==> config.mk <==
export PLATFORM = sky130hd
export DESIGN_NAME = four_bank_addr_gen
export DESIGN_NICKNAME = d
export VERILOG_FILES = /design/src/rtl/fab_pkg.sv /design/src/rtl/fab_size_ctl.sv /design/src/rtl/fab_digit_tree.sv /design/src/rtl/fab_lane.sv /design/src/rtl/four_bank_addr_gen.sv
export SDC_FILE = /design/constraint.sdc
export NUM_CORES = 1
export LEC_CHECK = 0
export BUFFER_PORTS_ARGS = -buffer_cell sky130_fd_sc_hd__buf_2
export CORE_UTILIZATION = 44
export DETAILED_ROUTE_END_ITERATION = 10
export GPL_ROUTABILITY_DRIVEN = 0
export GPL_TIMING_DRIVEN = 0
export PLACE_DENSITY = 0.86
export SLEW_MARGIN = 30
export SYNTH_ARGS = -nofsm -noshare
export SYNTH_HDL_FRONTEND = slang
export SYNTH_HIERARCHICAL = 1
export SYNTH_SLANG_ARGS = --single-unit
==> constraint.sdc <==
create_clock -name vclk -period 4.2
set_input_delay 0.42 -clock vclk [all_inputs]
set_output_delay 0.42 -clock vclk [all_outputs]
set_load 0.03 [all_outputs]
==> src/rtl/fab_pkg.sv <==
package fab_pkg;

  localparam int CFG_W = 4;

  typedef logic [1:0] bank_t;

  // Clamp a requested size exponent into the supported window.
  function automatic logic [CFG_W-1:0] clamp_log2(input logic [CFG_W-1:0] req,
                                                   input logic [CFG_W-1:0] lo,
                                                   input logic [CFG_W-1:0] hi);
    logic [CFG_W-1:0] r;
    if (req < lo)      r = lo;
    else if (req > hi) r = hi;
    else               r = req;
    return r;
  endfunction

  // Number of leaves of a balanced binary tree covering n inputs.
  function automatic int tree_leaves(input int n);
    int l;
    l = 1;
    while (l < n) l = l * 2;
    return l;
  endfunction

endpackage

==> src/rtl/fab_size_ctl.sv <==
module fab_size_ctl
  import fab_pkg::*;
#(
  parameter int IDX_W    = 13,
  parameter int MIN_LOG2 = 6
) (
  input  logic [CFG_W-1:0] cfg_log2_i,
  output logic [CFG_W-1:0] eff_log2_o,
  output logic [IDX_W-1:0] mask_o
);

  localparam logic [CFG_W-1:0] LO = CFG_W'(MIN_LOG2);
  localparam logic [CFG_W-1:0] HI = CFG_W'(IDX_W);

  assign eff_log2_o = clamp_log2(cfg_log2_i, LO, HI);

  // One keep bit per index position: kept when below the effective size.
  for (genvar b = 0; b < IDX_W; b++) begin : g_mask
    localparam logic [CFG_W-1:0] BPOS = CFG_W'(b);
    assign mask_o[b] = (BPOS < eff_log2_o);
  end

endmodule

==> src/rtl/fab_digit_tree.sv <==
module fab_digit_tree
  import fab_pkg::*;
#(
  parameter int NDIG = 7
) (
  input  logic [2*NDIG-1:0] digits_i,
  output bank_t             sum_o
);

  localparam int LEAVES = tree_leaves(NDIG);
  localparam int NODES  = 2 * LEAVES - 1;

  // Heap-ordered tree: node 0 is the root, leaves start at LEAVES-1.
  bank_t node [NODES];

  for (genvar k = 0; k < LEAVES; k++) begin : g_leaf
    if (k < NDIG) begin : g_used
      assign node[LEAVES-1+k] = digits_i[2*k +: 2];
    end else begin : g_pad
      assign node[LEAVES-1+k] = 2'b00;
    end
  end

  // Two-bit adders wrap naturally, giving the modulo-4 sum.
  for (genvar i = 0; i < LEAVES - 1; i++) begin : g_add
    assign node[i] = node[2*i+1] + node[2*i+2];
  end

  assign sum_o = node[0];

endmodule

==> src/rtl/fab_lane.sv <==
module fab_lane
  import fab_pkg::*;
#(
  parameter int IDX_W = 13
) (
  input  logic [IDX_W-1:0] idx_i,
  input  logic [IDX_W-1:0] mask_i,
  output logic [IDX_W-1:0] masked_o,
  output bank_t            bank_o,
  output logic [IDX_W-3:0] addr_o
);

  localparam int NDIG  = (IDX_W + 1) / 2;
  localparam int PAD_W = 2 * NDIG - IDX_W;

  logic [2*NDIG-1:0] digits;

  assign masked_o = idx_i & mask_i;

  if (PAD_W > 0) begin : g_pad
    assign digits = {{PAD_W{1'b0}}, masked_o};
  end else begin : g_nopad
    assign digits = masked_o;
  end

  fab_digit_tree #(.NDIG(NDIG)) tree_i (
    .digits_i (digits),
    .sum_o    (bank_o)
  );

  assign addr_o = masked_o[IDX_W-1:2];

endmodule

==> src/rtl/four_bank_addr_gen.sv <==
module four_bank_addr_gen
  import fab_pkg::*;
#(
  parameter int IDX_W    = 13,
  parameter int MIN_LOG2 = 6,
  parameter int LANES    = 4
) (
  input  logic [CFG_W-1:0]             cfg_log2_i,
  input  logic [LANES*IDX_W-1:0]       idx_i,
  output logic [LANES*2-1:0]           bank_o,
  output logic [LANES*(IDX_W-2)-1:0]   addr_o
);

  localparam int ADDR_W = IDX_W - 2;

  // Named internal wires, observed by the bound checker.
  logic [CFG_W-1:0]       eff_log2;
  logic [IDX_W-1:0]       idx_mask;
  logic [LANES*IDX_W-1:0] lane_masked;

  fab_size_ctl #(.IDX_W(IDX_W), .MIN_LOG2(MIN_LOG2)) size_i (
    .cfg_log2_i (cfg_log2_i),
    .eff_log2_o (eff_log2),
    .mask_o     (idx_mask)
  );

  for (genvar n = 0; n < LANES; n++) begin : g_lane
    fab_lane #(.IDX_W(IDX_W)) lane_i (
      .idx_i    (idx_i[n*IDX_W +: IDX_W]),
      .mask_i   (idx_mask),
      .masked_o (lane_masked[n*IDX_W +: IDX_W]),
      .bank_o   (bank_o[n*2 +: 2]),
      .addr_o   (addr_o[n*ADDR_W +: ADDR_W])
    );
  end

endmodule

==> flow_metrics.py, run 1 <==
metrics = {
    "status": {
        "status": "complete, no violations",
    },
    "timing": {
        "setup_viol": 0,
        "hold_viol": 0,
        "slew_viol_final": 0,
        "rsz0062_at_grt": "no",
        "fin_worst_hold_slack_ns": 1.25,
        "min_period_ns": 3.81,
        "fmax_mhz": 262,
        "finalCritPeriodShare": 0.908,
        "tns_ns": 0,
    },
    "grt": {
        "grt_use_total": 0.212,
        "antenna_found_initial": 0,
        "grt-ovfl-total": 0,
        "grt_start_max_net_pins": 7,
        "grt_pass1_wl_mm": 4.32,
        "grt_pass1_vias": 1075,
    },
    "floorplan": {
        "die_y_um": 53.0,
        "die_area_sq_um": 2810,
        "start_util": 0.462,
        "core_area_sq_um": 2480,
        "ios": 108,
        "die_width_um": 53.0,
        "rows": 18,
    },
    "drt": {
        "vias_per_cell": 4.41,
        "ant_nets": 0,
        "routed_wl_mm": 2.94,
        "firstDrtPassIters": 3,
        "drt-initial-drc-count": 5,
        "vias": 1160,
        "wl_per_cell_um": 11.2,
        "drc": 0,
    },
    "worst_setup_path": {
        "cp-end-kind": "output port",
        "worstPathArrival_ns": 3.39,
        "cp_data_required_time_ns": 3.78,
        "path_class": "in -> out",
        "crit_fanout": 5,
        "crit_start": "cfg_log2_i[2]",
        "crit_path_start_kind": "primary input",
    },
    "cts": {
        "cts_hold_buffers": 0,
        "cts_resized": 0,
        "post_cts_buffers": 0,
    },
    "finish": {
        "syn_to_final_growth_pct": 51.8,
        "nets": 307,
        "nClkBuffers": 0,
        "drive_gt1_frac": 0.519,
        "n_fill_cell": 232,
        "seq_cells": 0,
        "num_antenna_cells": 0,
        "final-seq-area_sq_um": 0,
    },
    "flow_run": {
        "max-cap-violations": 0,
    },
    "place": {
        "portBuffers": 107,
        "hpwl_mm": 2.82,
    },
    "synthesis": {
        "syn_area_per_cell_sq_um": 9.45,
        "syn-instance-count": 121,
        "ys_warn_count": 6,
        "synth.cell_area_sq_um": 1140,
    },
    "min_path": {
        "worstHoldPathType": "in -> out",
        "hp-start": "idx_i[17]",
        "hold_depth": 3,
        "min_to": "addr_o[13]",
    },
    "pwr": {
        "power_density_nw_per_um2": 254,
        "ir_drop_uv": 219,
        "power.leakage_uw": 0.000964,
        "finalPower_uw": 441,
    },
}
[final cells by class]
cell class / instances / area, sq um / area share
Buffer: 9 / 61.3 / 0.0353
Multi-Input combinational cell: 117 / 1100 / 0.634
Tap cell: 30 / 37.5 / 0.0216
Timing Repair Buffer: 107 / 536 / 0.309
[power breakdown]
group	internal (uW)	leakage, uW	total, uW	switching [uW]
Clock	0	0	0	0
Sequential	0	0	0	0
Combinational	185	0.000964	441	255
Total	185	0.000964	441	255
[placed cells by master, fill, tap and decap left out]
cell type,instances
a31o_2,1
o31a_1,1
conb_1,10
xnor2_2,4
clkbuf_1,1
buf_2,108
xnor3_1,4
o21a_1,2
and2_4,1
xnor2_1,24
a21oi_1,1
nor2b_1,1
buf_4,7
fa_1,16
and2_1,52
[worst max-delay path, cell delays in order]
cell and delay, ns:
buf_2 0.13, a31o_2 0.27, and2_1 0.18, fa_1 0.58, fa_1 0.44, fa_1 0.39
xnor2_1 0.17, xnor3_1 0.42, xnor2_1 0.17, buf_2 0.23
[layer usage]
metal	track usage	wire length, um	part of all wire	up-vias
met2	0.460	1580	0.54	70
met4	0	0	0	0
met1	0.234	1100	0.37	502
li1	-	-	-	588
met5	0	0	0	-
met3	0.00287	263	0.090	0
[per-stage QoR]
stage	area, sq um	cells	worst slack (ns)	utilization
after CTS	1740	263	0.367	0.701
after floorplan	1160	126	0.198	-
after detailed placement	1740	263	0.390	0.701
after global routing	1740	263	0.237	0.701
final	1740	263	0.388	0.701
after global placement	1740	263	0.433	0.701
[worst max path at each step]
stage | end | cells after the start
final | bank_o[7] | 10
after global routing | bank_o[7] | 11
after CTS | bank_o[7] | 11
after detailed placement | bank_o[7] | 11
after global placement | bank_o[7] | 10
after floorplan | bank_o[7] | 10
Note: power is estimated with default switching activity, not from simulation.
==> run 2: changes to the inputs <==
BUFFER_PORTS_ARGS = -buffer_cell sky130_fd_sc_hd__clkbuf_2   (was -buffer_cell sky130_fd_sc_hd__buf_2)
MAX_ROUTING_LAYER = met4   (was unset)
REMOVE_ABC_BUFFERS = 1   (was unset)
==> run 2 against run 1 <==
Compared with the run above: highest routed layer unchanged; setup slack worse by 0.053 ns; critical path type unchanged; die area unchanged; core utilization down 2.3 points; global-route usage up 3.6 points; combinational power down 0.9%.
==> flow_metrics.py, run 2 (synthesis results as in run 1) <==
metrics = {
    "worst_setup_path": {
        "cp_data_required_time_ns": 3.78,
        "crit_path_start_kind": "primary input",
        "worstPathArrival_ns": 3.45,
        "crit_fanout": 9,
        "path_class": "in -> out",
        "cp-end-kind": "output port",
    },
    "grt": {
        "grt_pass1_vias": 1170,
        "grt_use_total": 0.248,
        "antenna_found_initial": 0,
        "grt-ovfl-total": 0,
        "grt_pass1_wl_mm": 4.91,
        "grt_start_max_net_pins": 10,
    },
    "drt": {
        "drc": 0,
        "firstDrtPassIters": 3,
        "drt-initial-drc-count": 1,
        "vias_per_cell": 4.49,
        "wl_per_cell_um": 11.8,
        "routed_wl_mm": 3.01,
        "vias": 1145,
        "ant_nets": 0,
    },
    "place": {
        "dp_slack_ns": 0.349,
        "portBuffers": 108,
        "hpwl_mm": 2.95,
    },
    "cts": {
        "post_cts_buffers": 0,
        "cts_resized": 0,
        "cts_hold_buffers": 0,
    },
    "floorplan": {
        "start_util": 0.462,
        "die_area_sq_um": 2810,
        "die_y_um": 53.0,
        "die_width_um": 53.0,
        "core_area_sq_um": 2480,
        "rows": 18,
        "ios": 108,
    },
    "min_path": {
        "hp-start": "idx_i[29]",
        "hold_depth": 3,
        "min_to": "addr_o[23]",
        "worstHoldPathType": "in -> out",
    },
    "finish": {
        "final-seq-area_sq_um": 0,
        "num_antenna_cells": 0,
        "nClkBuffers": 0,
        "mostFrequentLayoutCells": "clkbuf_2, and2_1, xnor2_1",
        "syn_to_final_growth_pct": 46.8,
        "postLayoutCoreUtil": 0.678,
        "drive_gt1_frac": 0.507,
        "n_fill_cell": 235,
        "nets": 299,
        "seq_cells": 0,
        "layout_commonest_cell": "clkbuf_2",
    },
    "pwr": {
        "finalPower_uw": 437,
        "power.leakage_uw": 0.000927,
        "ir_drop_uv": 176,
        "power_density_nw_per_um2": 261,
    },
    "timing": {
        "fin_ws_ns": 0.335,
        "rsz0062_at_grt": "no",
        "slew_viol_final": 0,
        "hold_viol": 0,
        "setup_viol": 0,
        "min_period_ns": 3.87,
        "fin_worst_hold_slack_ns": 1.26,
        "fmax_mhz": 259,
        "tns_ns": 0,
        "finalCritPeriodShare": 0.920,
    },
    "status": {
        "status": "complete, no violations",
    },
    "flow_run": {
        "max-cap-violations": 0,
    },
}
[run 2: changes by cell type in the layout (fill, tap and decap cells not counted), sizes merged]
cell / previous run / this run
buf: 115 / 0
clkbuf: 1 / 108
[run 2: worst max-delay path, stage by stage]
cell      delay [ns]
clkbuf_2        0.17
and2_4          0.19
o21a_1          0.17
and2_1          0.18
fa_1            0.46
fa_1            0.46
fa_1            0.44
xnor2_2         0.16
xnor3_1         0.38
xnor2_1         0.18
clkbuf_2        0.23
[run 2: worst max path at each step]
stage | start | to | slack (ns) | depth (start not counted)
finish | cfg_log2_i[3] | bank_o[5] | 0.33 | 11
global route | cfg_log2_i[3] | bank_o[7] | 0.15 | 11
CTS | cfg_log2_i[3] | bank_o[5] | 0.35 | 11
detailed placement | cfg_log2_i[3] | bank_o[7] | 0.35 | 11
global placement | cfg_log2_i[3] | bank_o[7] | 0.39 | 11
floorplan | cfg_log2_i[2] | bank_o[7] | 0.33 | 9
[run 2: per-stage QoR]
step | instances | instance area [sq um]
after floorplan | 117 | 1100
after global placement | 255 | 1680
after detailed placement | 255 | 1680
after CTS | 255 | 1680
after global routing | 255 | 1680
final | 255 | 1680
[run 2: area by class of cell]
class | instances | area, sq um | share of cell area
repair buffers | 108 | 541 | 0.322
well taps | 30 | 37.5 | 0.0224
multi-input cells | 117 | 1100 | 0.656
[run 2: per-layer routing]
layer | up-vias | GRT usage | part of all wire | routed length, um
met5 | - | - | 0 | 0
met4 | 0 | 0 | 0 | 0
met3 | 0 | 0.00575 | 0.077 | 233
met2 | 63 | 0.532 | 0.57 | 1710
met1 | 513 | 0.260 | 0.36 | 1070
li1 | 569 | - | - | -
[run 2: power by group]
| part | switching [uW] | internal, uW | total [uW] | leakage, uW |
|---|---|---|---|---|
| Clock | 0 | 0 | 0 | 0 |
| Combinational | 257 | 180 | 437 | 0.000927 |
| Sequential | 0 | 0 | 0 | 0 |
==> run 3: changes to the inputs <==
PLACE_DENSITY = 0.89   (was 0.86)
SETUP_SLACK_MARGIN = 0.15   (was unset)
==> run 3 against run 2 <==
Compared with the run above: first-iteration DRC count increased to 11 times the previous value; power fell by 0.69%; wire length fell by 0.60%; flip-flop and latch count stayed put; critical path type unchanged; largest power group unchanged.
==> flow_metrics.py, run 3 (synthesis results as in run 1) <==
metrics = {
    "status": {
        "status": "complete, no violations",
    },
    "pwr": {
        "p_int_uw": 180,
        "ir_drop_uv": 177,
        "p_clk_frac": 0,
        "p_sw_uw": 254,
        "seqPwrFrac": 0,
        "power.leakage_uw": 0.000927,
        "finalPower_uw": 434,
        "p_sw_frac": 0.585,
        "power_density_nw_per_um2": 259,
        "combPwrFrac": 1.000,
    },
    "drt": {
        "drc": 0,
        "wl_per_cell_um": 11.7,
        "vias": 1151,
        "vias_per_cell": 4.51,
        "ant_nets": 0,
        "drt-initial-drc-count": 11,
        "firstDrtPassIters": 4,
        "routed_wl_mm": 2.99,
    },
    "min_path": {
        "hp-start": "idx_i[11]",
        "worstHoldPathType": "in -> out",
    },
    "place": {
        "portBuffers": 108,
        "hpwl_mm": 2.92,
        "dp_slack_ns": 0.347,
    },
    "finish": {
        "final-seq-area_sq_um": 0,
        "syn_to_final_growth_pct": 46.8,
        "num_antenna_cells": 0,
        "seq_cells": 0,
        "layout_commonest_cell": "clkbuf_2",
        "nClkBuffers": 0,
        "nets": 299,
        "drive_gt1_frac": 0.507,
        "multi_input_area_sq_um": 1100,
        "n_fill_cell": 232,
        "mostFrequentLayoutCells": "clkbuf_2, and2_1, xnor2_1",
    },
    "worst_setup_path": {
        "crit_path_start_kind": "primary input",
        "path_buf_inv": 2,
        "crit_start": "cfg_log2_i[3]",
        "cp_data_required_time_ns": 3.78,
        "cp-end-kind": "output port",
        "worstPathArrival_ns": 3.44,
        "path_cells": "clkbuf_2 -> and2_4 -> o21a_1 -> and2_1 -> fa_1 -> fa_1 -> fa_1 -> xnor2_1 -> xnor3_1 -> xnor2_1 -> clkbuf_2",
        "slowest_delay_ns": 0.46,
        "crit_top_cell": "fa_1",
        "slowest_stage": "fa_1",
        "crit_fanout": 9,
        "path_class": "in -> out",
        "crit_family": "adder cells",
    },
    "grt": {
        "grt_pass1_wl_mm": 4.48,
        "grt-ovfl-total": 0,
        "antenna_found_initial": 0,
        "grt_start_max_net_pins": 10,
        "grt_use_total": 0.224,
        "grt_pass1_vias": 1131,
    },
    "floorplan": {
        "die_y_um": 53.0,
        "ios": 108,
        "die_area_sq_um": 2810,
        "die_width_um": 53.0,
        "start_util": 0.462,
        "core_area_sq_um": 2480,
        "rows": 18,
    },
    "timing": {
        "fin_ws_ns": 0.343,
        "hold_viol": 0,
        "rsz0062_at_grt": "no",
        "slew_viol_final": 0,
        "fin_worst_hold_slack_ns": 1.26,
        "finalCritPeriodShare": 0.918,
        "setup_viol": 0,
        "fmax_mhz": 259,
        "min_period_ns": 3.86,
        "tns_ns": 0,
    },
    "cts": {
        "cts_resized": 0,
        "post_cts_buffers": 0,
        "cts_hold_buffers": 0,
    },
    "flow_run": {
        "max-cap-violations": 0,
    },
}
run 3: cell counts in the layout (fill, tap and decap cells not counted):
No cell type changed its count.
run 3: per-stage QoR:
step	util	cell area, sq um	std cells
6_report	0.678	1680	255
2_1_floorplan	-	1100	117
4_1_cts	0.678	1680	255
5_1_grt	0.678	1680	255
3_3_place_gp	0.678	1680	255
3_5_place_dp	0.678	1680	255
run 3: final cells by class:
cell class	count	share of cell area
multi-input cells	117	0.656
well taps	30	0.0224
repair buffers	108	0.322
run 3: power by group through the flow:
| stage | Clock, uW | Combinational (uW) | Sequential [uW] |
|---|---|---|---|
| 2_1_floorplan | 0 | 335 | 0 |
| 3_3_place_gp | 0 | 429 | 0 |
| 3_5_place_dp | 0 | 437 | 0 |
| 4_1_cts | 0 | 438 | 0 |
| 5_1_grt | 0 | 467 | 0 |
| 6_report | 0 | 434 | 0 |
run 3: worst paths after layout:
kind | to | depth (start not counted) | slack (ns)
min | addr_o[9] | 3 | 1.26
max | bank_o[7] | 11 | 0.34
run 3: layer usage:
layer,routed length (um),share of wire,GRT usage
met4,52,0.017,0.0439
met5,0,0,-
met3,304,0.10,0.0259
met2,1720,0.57,0.477
met1,914,0.31,0.206
